===== config.mk =====
export PLATFORM = sky130hd
export DESIGN_NAME = rc_order_gate
export DESIGN_NICKNAME = d
export VERILOG_FILES = /design/src/rtl/rc_order_pkg.sv /design/src/rtl/rc_plain_counter.sv /design/src/rtl/rc_pend_flag.sv /design/src/rtl/rc_issue_gate.sv /design/src/rtl/rc_order_gate.sv
export SDC_FILE = /design/constraint.sdc
export NUM_CORES = 1
export LEC_CHECK = 0
export BUFFER_PORTS_ARGS = -buffer_cell sky130_fd_sc_hd__buf_2
export CAP_MARGIN = 40
export CELL_PAD_IN_SITES_DETAIL_PLACEMENT = 1
export CELL_PAD_IN_SITES_GLOBAL_PLACEMENT = 1
export CORE_ASPECT_RATIO = 0.75
export CORE_MARGIN = 10
export CORE_UTILIZATION = 24
export CTS_BUF_LIST = sky130_fd_sc_hd__clkbuf_2 sky130_fd_sc_hd__clkbuf_4 sky130_fd_sc_hd__clkbuf_8
export CTS_CLUSTER_DIAMETER = 40
export DETAILED_ROUTE_END_ITERATION = 8
export PLACE_DENSITY_LB_ADDON = 0.12
export RECOVER_POWER = 100
export SYNTH_ARGS = -nofsm -noshare
export SYNTH_HDL_FRONTEND = slang
export SYNTH_SLANG_ARGS = --single-unit
export TNS_END_PERCENT = 50

===== constraint.sdc =====
create_clock -name clk -period 2.8 [get_ports clk]
set_input_delay 0.14 -clock clk [delete_from_list [all_inputs] [get_ports clk]]
set_output_delay 0.14 -clock clk [all_outputs]
set_load 0.01 [all_outputs]

===== src/rtl/rc_order_pkg.sv =====
package rc_order_pkg;

    typedef enum logic [1:0] {
        OP_PLAIN = 2'b00,
        OP_ACQ   = 2'b01,
        OP_REL   = 2'b10,
        OP_RSVD  = 2'b11
    } op_kind_e;

    typedef struct packed {
        logic plain_full;
        logic plain_zero;
        logic acq_pend;
        logic rel_pend;
    } track_view_t;

    function automatic logic kind_allowed(op_kind_e k, track_view_t t);
        logic ok;
        if (t.acq_pend) begin
            ok = 1'b0;
        end else begin
            case (k)
                OP_PLAIN: ok = !t.plain_full;
                OP_ACQ:   ok = 1'b1;
                OP_REL:   ok = t.plain_zero && !t.rel_pend;
                default:  ok = 1'b0;
            endcase
        end
        return ok;
    endfunction

endpackage


===== src/rtl/rc_plain_counter.sv =====
module rc_plain_counter #(
    parameter int MAX_OUT = 3,
    localparam int CW = $clog2(MAX_OUT + 1)
) (
    input  logic          clk,
    input  logic          rst,
    input  logic          inc,
    input  logic          dec,
    output logic [CW-1:0] count,
    output logic          full,
    output logic          zero
);

    always_ff @(posedge clk) begin
        if (rst) begin
            count <= '0;
        end else if (inc && !dec) begin
            count <= count + CW'(1);
        end else if (dec && !inc && count != '0) begin
            count <= count - CW'(1);
        end
    end

    assign full = (count == CW'(MAX_OUT));
    assign zero = (count == '0);

    // issue side must never push the counter past its limit
    assert_no_overflow_R3: assert property (@(posedge clk) disable iff (rst)
        (inc && !dec) |-> (count != CW'(MAX_OUT)));

    assert_count_step_R3: assert property (@(posedge clk) disable iff (rst)
        (inc && !dec) |=> (count == $past(count) + CW'(1)));

    assert_count_hold_R3: assert property (@(posedge clk) disable iff (rst)
        (inc && dec) |=> $stable(count));

endmodule


===== src/rtl/rc_pend_flag.sv =====
module rc_pend_flag (
    input  logic clk,
    input  logic rst,
    input  logic set,
    input  logic clr,
    output logic pend
);

    always_ff @(posedge clk) begin
        if (rst)      pend <= 1'b0;
        else if (set) pend <= 1'b1;
        else if (clr) pend <= 1'b0;
    end

    assert_set_visible_R5: assert property (@(posedge clk) disable iff (rst)
        set |=> pend);

    assert_clear_visible_R7: assert property (@(posedge clk) disable iff (rst)
        (clr && !set) |=> !pend);

endmodule


===== src/rtl/rc_issue_gate.sv =====
module rc_issue_gate
    import rc_order_pkg::*;
(
    input  logic        core_valid,
    input  logic [1:0]  core_kind,
    input  logic        mem_ready,
    input  track_view_t view,
    output logic        mem_valid,
    output logic        core_ready,
    output logic        fire
);

    logic allow;

    always_comb begin
        allow      = kind_allowed(op_kind_e'(core_kind), view);
        mem_valid  = core_valid && allow;
        core_ready = mem_ready && allow;
        fire       = mem_valid && mem_ready;
    end

endmodule


===== src/rtl/rc_order_gate.sv =====
module rc_order_gate
    import rc_order_pkg::*;
#(
    parameter int AW      = 16,
    parameter int MAX_OUT = 3
) (
    input  logic          clk,
    input  logic          rst,
    input  logic          core_valid,
    input  logic [1:0]    core_kind,
    input  logic [AW-1:0] core_addr,
    output logic          core_ready,
    output logic          mem_valid,
    output logic [1:0]    mem_kind,
    output logic [AW-1:0] mem_addr,
    input  logic          mem_ready,
    input  logic          done_valid,
    input  logic [1:0]    done_kind,
    output logic          idle
);

    localparam int CW = $clog2(MAX_OUT + 1);

    logic          fire;
    logic          plain_full, plain_zero, acq_pend, rel_pend;
    logic [CW-1:0] plain_count;
    track_view_t   view;

    logic iss_plain, iss_acq, iss_rel;
    logic fin_plain, fin_acq, fin_rel;

    always_comb begin
        iss_plain = fire && (op_kind_e'(core_kind) == OP_PLAIN);
        iss_acq   = fire && (op_kind_e'(core_kind) == OP_ACQ);
        iss_rel   = fire && (op_kind_e'(core_kind) == OP_REL);
        fin_plain = done_valid && (op_kind_e'(done_kind) == OP_PLAIN);
        fin_acq   = done_valid && (op_kind_e'(done_kind) == OP_ACQ);
        fin_rel   = done_valid && (op_kind_e'(done_kind) == OP_REL);
        view      = '{plain_full: plain_full, plain_zero: plain_zero,
                      acq_pend: acq_pend, rel_pend: rel_pend};
    end

    rc_plain_counter #(.MAX_OUT(MAX_OUT)) u_plain (
        .clk(clk), .rst(rst), .inc(iss_plain), .dec(fin_plain),
        .count(plain_count), .full(plain_full), .zero(plain_zero)
    );

    rc_pend_flag u_acq (
        .clk(clk), .rst(rst), .set(iss_acq), .clr(fin_acq), .pend(acq_pend)
    );

    rc_pend_flag u_rel (
        .clk(clk), .rst(rst), .set(iss_rel), .clr(fin_rel), .pend(rel_pend)
    );

    rc_issue_gate u_gate (
        .core_valid(core_valid), .core_kind(core_kind), .mem_ready(mem_ready),
        .view(view), .mem_valid(mem_valid), .core_ready(core_ready), .fire(fire)
    );

    assign mem_kind = core_kind;
    assign mem_addr = core_addr;
    assign idle     = plain_zero && !acq_pend && !rel_pend;

    assert_acq_blocks_all_R5: assert property (@(posedge clk) disable iff (rst)
        acq_pend |-> !mem_valid);

    assert_rel_after_drain_R6: assert property (@(posedge clk) disable iff (rst)
        (mem_valid && core_kind == 2'b10) |-> (plain_count == '0));

    assert_rel_in_order_R7: assert property (@(posedge clk) disable iff (rst)
        (mem_valid && core_kind == 2'b10) |-> !rel_pend);

    assert_ready_needs_mem_R2: assert property (@(posedge clk) disable iff (rst)
        core_ready |-> mem_ready);

    assert_rsvd_never_sent_R10: assert property (@(posedge clk) disable iff (rst)
        (core_kind == 2'b11) |-> (!mem_valid && !core_ready));

    assert_idle_still_R9: assert property (@(posedge clk) disable iff (rst)
        (idle && !fire) |=> idle);

endmodule


==> results.tsv <==
metric	value	unit
period_share	0.5884	
clock_path_buffers	2	
dieHeight	57.42	µm
number_of_enable_flip_flop_cells_after_synthesis	0	
regToRegStartpoint	u_acq.pend	
post_cts.repair.setup_buffers	0	
synth_instances	57	
crit_path_start_kind	flop	
avgViaCountPerCell	4.427	
finalSetupViolations	0	
regToRegEndpoint	u_plain.count[0]	
netlist.top_cell.by_area	sky130_fd_sc_hd__buf_4	
routedWlPerCell	14.17	µm
initial_antenna_violation_count	0	
areaGrowthSynthToFinish	-12.57	%
worstSetupStartpoint	u_plain.count[0]	
cts.sinks	4	
detail_route.wirelength	1.063	mm
finish.net_count	80	
detail_route.iter0.violations	3	
pre_cts_slack	1.415	ns
register_area	80.08	µm²
grt_usage	0.05542	
num_vias	332	
postCtsHoldBufs	0	
worstPathMaxFanout	9	
synthDistinctLibCells	25	
yosysTopAreaCellShare	0.3017	
number_of_buffers_inserted_by_port_buffering	13	
synth.yosys.seq_area_share	0.1788	
postSynth.asyncResetShare	0	
nFillCells	216	
core	1757	µm²
grt_first_pass_wirelength	1.807	mm
post_cts.resized_instances	0	
critical_path.endpoint_type	primary output	
first_global_vias	394	
dpl_cell_area	390.4	µm²
cts_tree	yes	
largest_net_degree_at_the_start_of_global_routing	10	
avgSynthCellArea	7.858	µm²
antennaDiodeCount	0	
worst-endpoint-required	2.66	ns
p_leak	0.0001458	µW
most_frequent_cells_after_synthesis	sky130_fd_sc_hd__buf_4, sky130_fd_sc_hd__a21oi_1, sky130_fd_sc_hd__dfxtp_1, sky130_fd_sc_hd__nor2_1	
top_level_ports	46	
ys_warn_count	0	
final-hold-violation-count	0	
synth.most_common_cell	sky130_fd_sc_hd__buf_4	
synth-main-ff-cell	sky130_fd_sc_hd__dfxtp_1	
r2r_cells	3	
timing.setup.critical_path_class	flop to primary output	
globalplace.congestion	0.6668	
max-cap-violations	0	
drcViolationCount	0	
insertion_delay	0.23	ns
run_status	finished clean	
setup_ws	1.152	ns
chipWidth	69.89	µm
critPathCapture	core_ready	
worst_slew_pin_slew	0.7600	ns
holdCritPathClass	primary input to flop	
report.final.slew_viol_count	0	
drive_gt1_frac	0.2453	
fin_skew	0.002423	ns
clock-root-buffer	sky130_fd_sc_hd__clkbuf_4	
multi_input_area	191.4	µm²
power.density	413.2	nW/µm²
summed_negative_setup_slack_over_all_endpoints	0	ns
numCtsBuffers	3	
synth_top_cells_by_area	sky130_fd_sc_hd__buf_4, sky130_fd_sc_hd__dfxtp_1, sky130_fd_sc_hd__nor3b_2	
ff2ff_setup_slack	1.17	ns
global_route_total_overflow	0	
fp-row-count	13	
htree_levels	1	
clkTransAtPathRegs	0.04	ns
design_area	391.6	µm²
drtPass1Iterations	3	
start_util	0.2550	
die_area	4012	µm²
syn_area	447.9	µm²
ir_drop	0.0002905	V
slew_headroom	0.4887	
route.antenna.remaining_nets	0	
mappedNetlistNets	82	
setup_repair_after_global_routing_missed_its_margin	no	
max_freq	606.9	MHz
worstPathArrival	1.51	ns
fin_crit	1.648	ns
ys_ff_latch	4	
## layer usage
layer / up-vias / global-route usage / part of all wire
li1: 170 / - / -
met1: 141 / 0.06604 / 0.50
met2: 13 / 0.06581 / 0.37
met3: 8 / 0.04663 / 0.11
met4: 0 / 0.02809 / 0.013
met5: - / 0 / 0
## metrics by stage
| step | total power (µW) | std cells | hold slack, ns | utilization |
|---|---|---|---|---|
| global placement | 97.12 | 72 | 0.2801 | 0.2222 |
| global route | 175.4 | 75 | 0.1491 | 0.2229 |
| CTS | 168.5 | 75 | 0.1455 | 0.2350 |
| finish | 161.8 | 75 | 0.1472 | 0.2229 |
| floorplan | 104.6 | 57 | 0.2091 | - |
| detailed placement | 96.11 | 72 | 0.2801 | 0.2222 |
## registers in the layout (all words and copies together) (netlist names)
register / count
u_acq.pend: 1
u_plain.count: 2
u_rel.pend: 1
## cell usage in the layout, fill, tap and decap left out, types with 2 or more instances in the layout
cell type | Yosys | final
sky130_fd_sc_hd__buf_2 | 0 | 8
sky130_fd_sc_hd__clkbuf_1 | 1 | 5
sky130_fd_sc_hd__nor2_1 | 4 | 4
sky130_fd_sc_hd__inv_1 | 3 | 3
sky130_fd_sc_hd__nand2_1 | 3 | 3
sky130_fd_sc_hd__nand2b_1 | 2 | 2
sky130_fd_sc_hd__dfxtp_1 | 4 | 4
sky130_fd_sc_hd__a21oi_1 | 4 | 4
sky130_fd_sc_hd__nor4_1 | 1 | 2
sky130_fd_sc_hd__clkbuf_4 | 0 | 3
sky130_fd_sc_hd__nor3b_2 | 2 | 2
## how the worst min path moves through the flow
stage                 startpoint           to  slack [ns]  cells after the start
finish                       rst   u_acq.pend        0.15                      2
global route                 rst   u_acq.pend        0.15                      2
CTS                          rst   u_acq.pend        0.15                      2
detailed placement  core_addr[2]  mem_addr[2]        0.28                      0
global placement    core_addr[2]  mem_addr[2]        0.28                      0
floorplan                    rst   u_acq.pend        0.21                      1
## where the power goes
group | internal (µW) | leakage (µW) | switching (µW)
registers | 58.8 | 0.0000324 | 2.10
clock network | 47.9 | 0.0000138 | 22.4
logic | 12.8 | 0.0000996 | 18.0
## cell type report
class                           count  share of cell area
Inverter                            3             0.02875
Multi-Input combinational cell     30              0.4888
Clock buffer                        3             0.05751
Sequential cell                     4              0.2045
Timing Repair Buffer               13              0.1502
Tap cell                           22             0.07029
## critical path, stage by stage (launching register included)
cell and delay, ns:
sky130_fd_sc_hd__dfxtp_1 0.39, sky130_fd_sc_hd__or3_1 0.37, sky130_fd_sc_hd__a21oi_1 0.15, sky130_fd_sc_hd__o21bai_1 0.11
sky130_fd_sc_hd__nor2_1 0.09, sky130_fd_sc_hd__clkbuf_1 0.17
## cell families after synthesis
kind of cell,after synthesis,synth area share
AO/OA/AOI/OAI,10,0.1313
flip-flops,4,0.1788
AND/OR/NAND/NOR,18,0.2821
multiplexers,2,0.04749
buffers and inverters,23,0.3603
No activity file was read; power rests on OpenSTA's default activity.
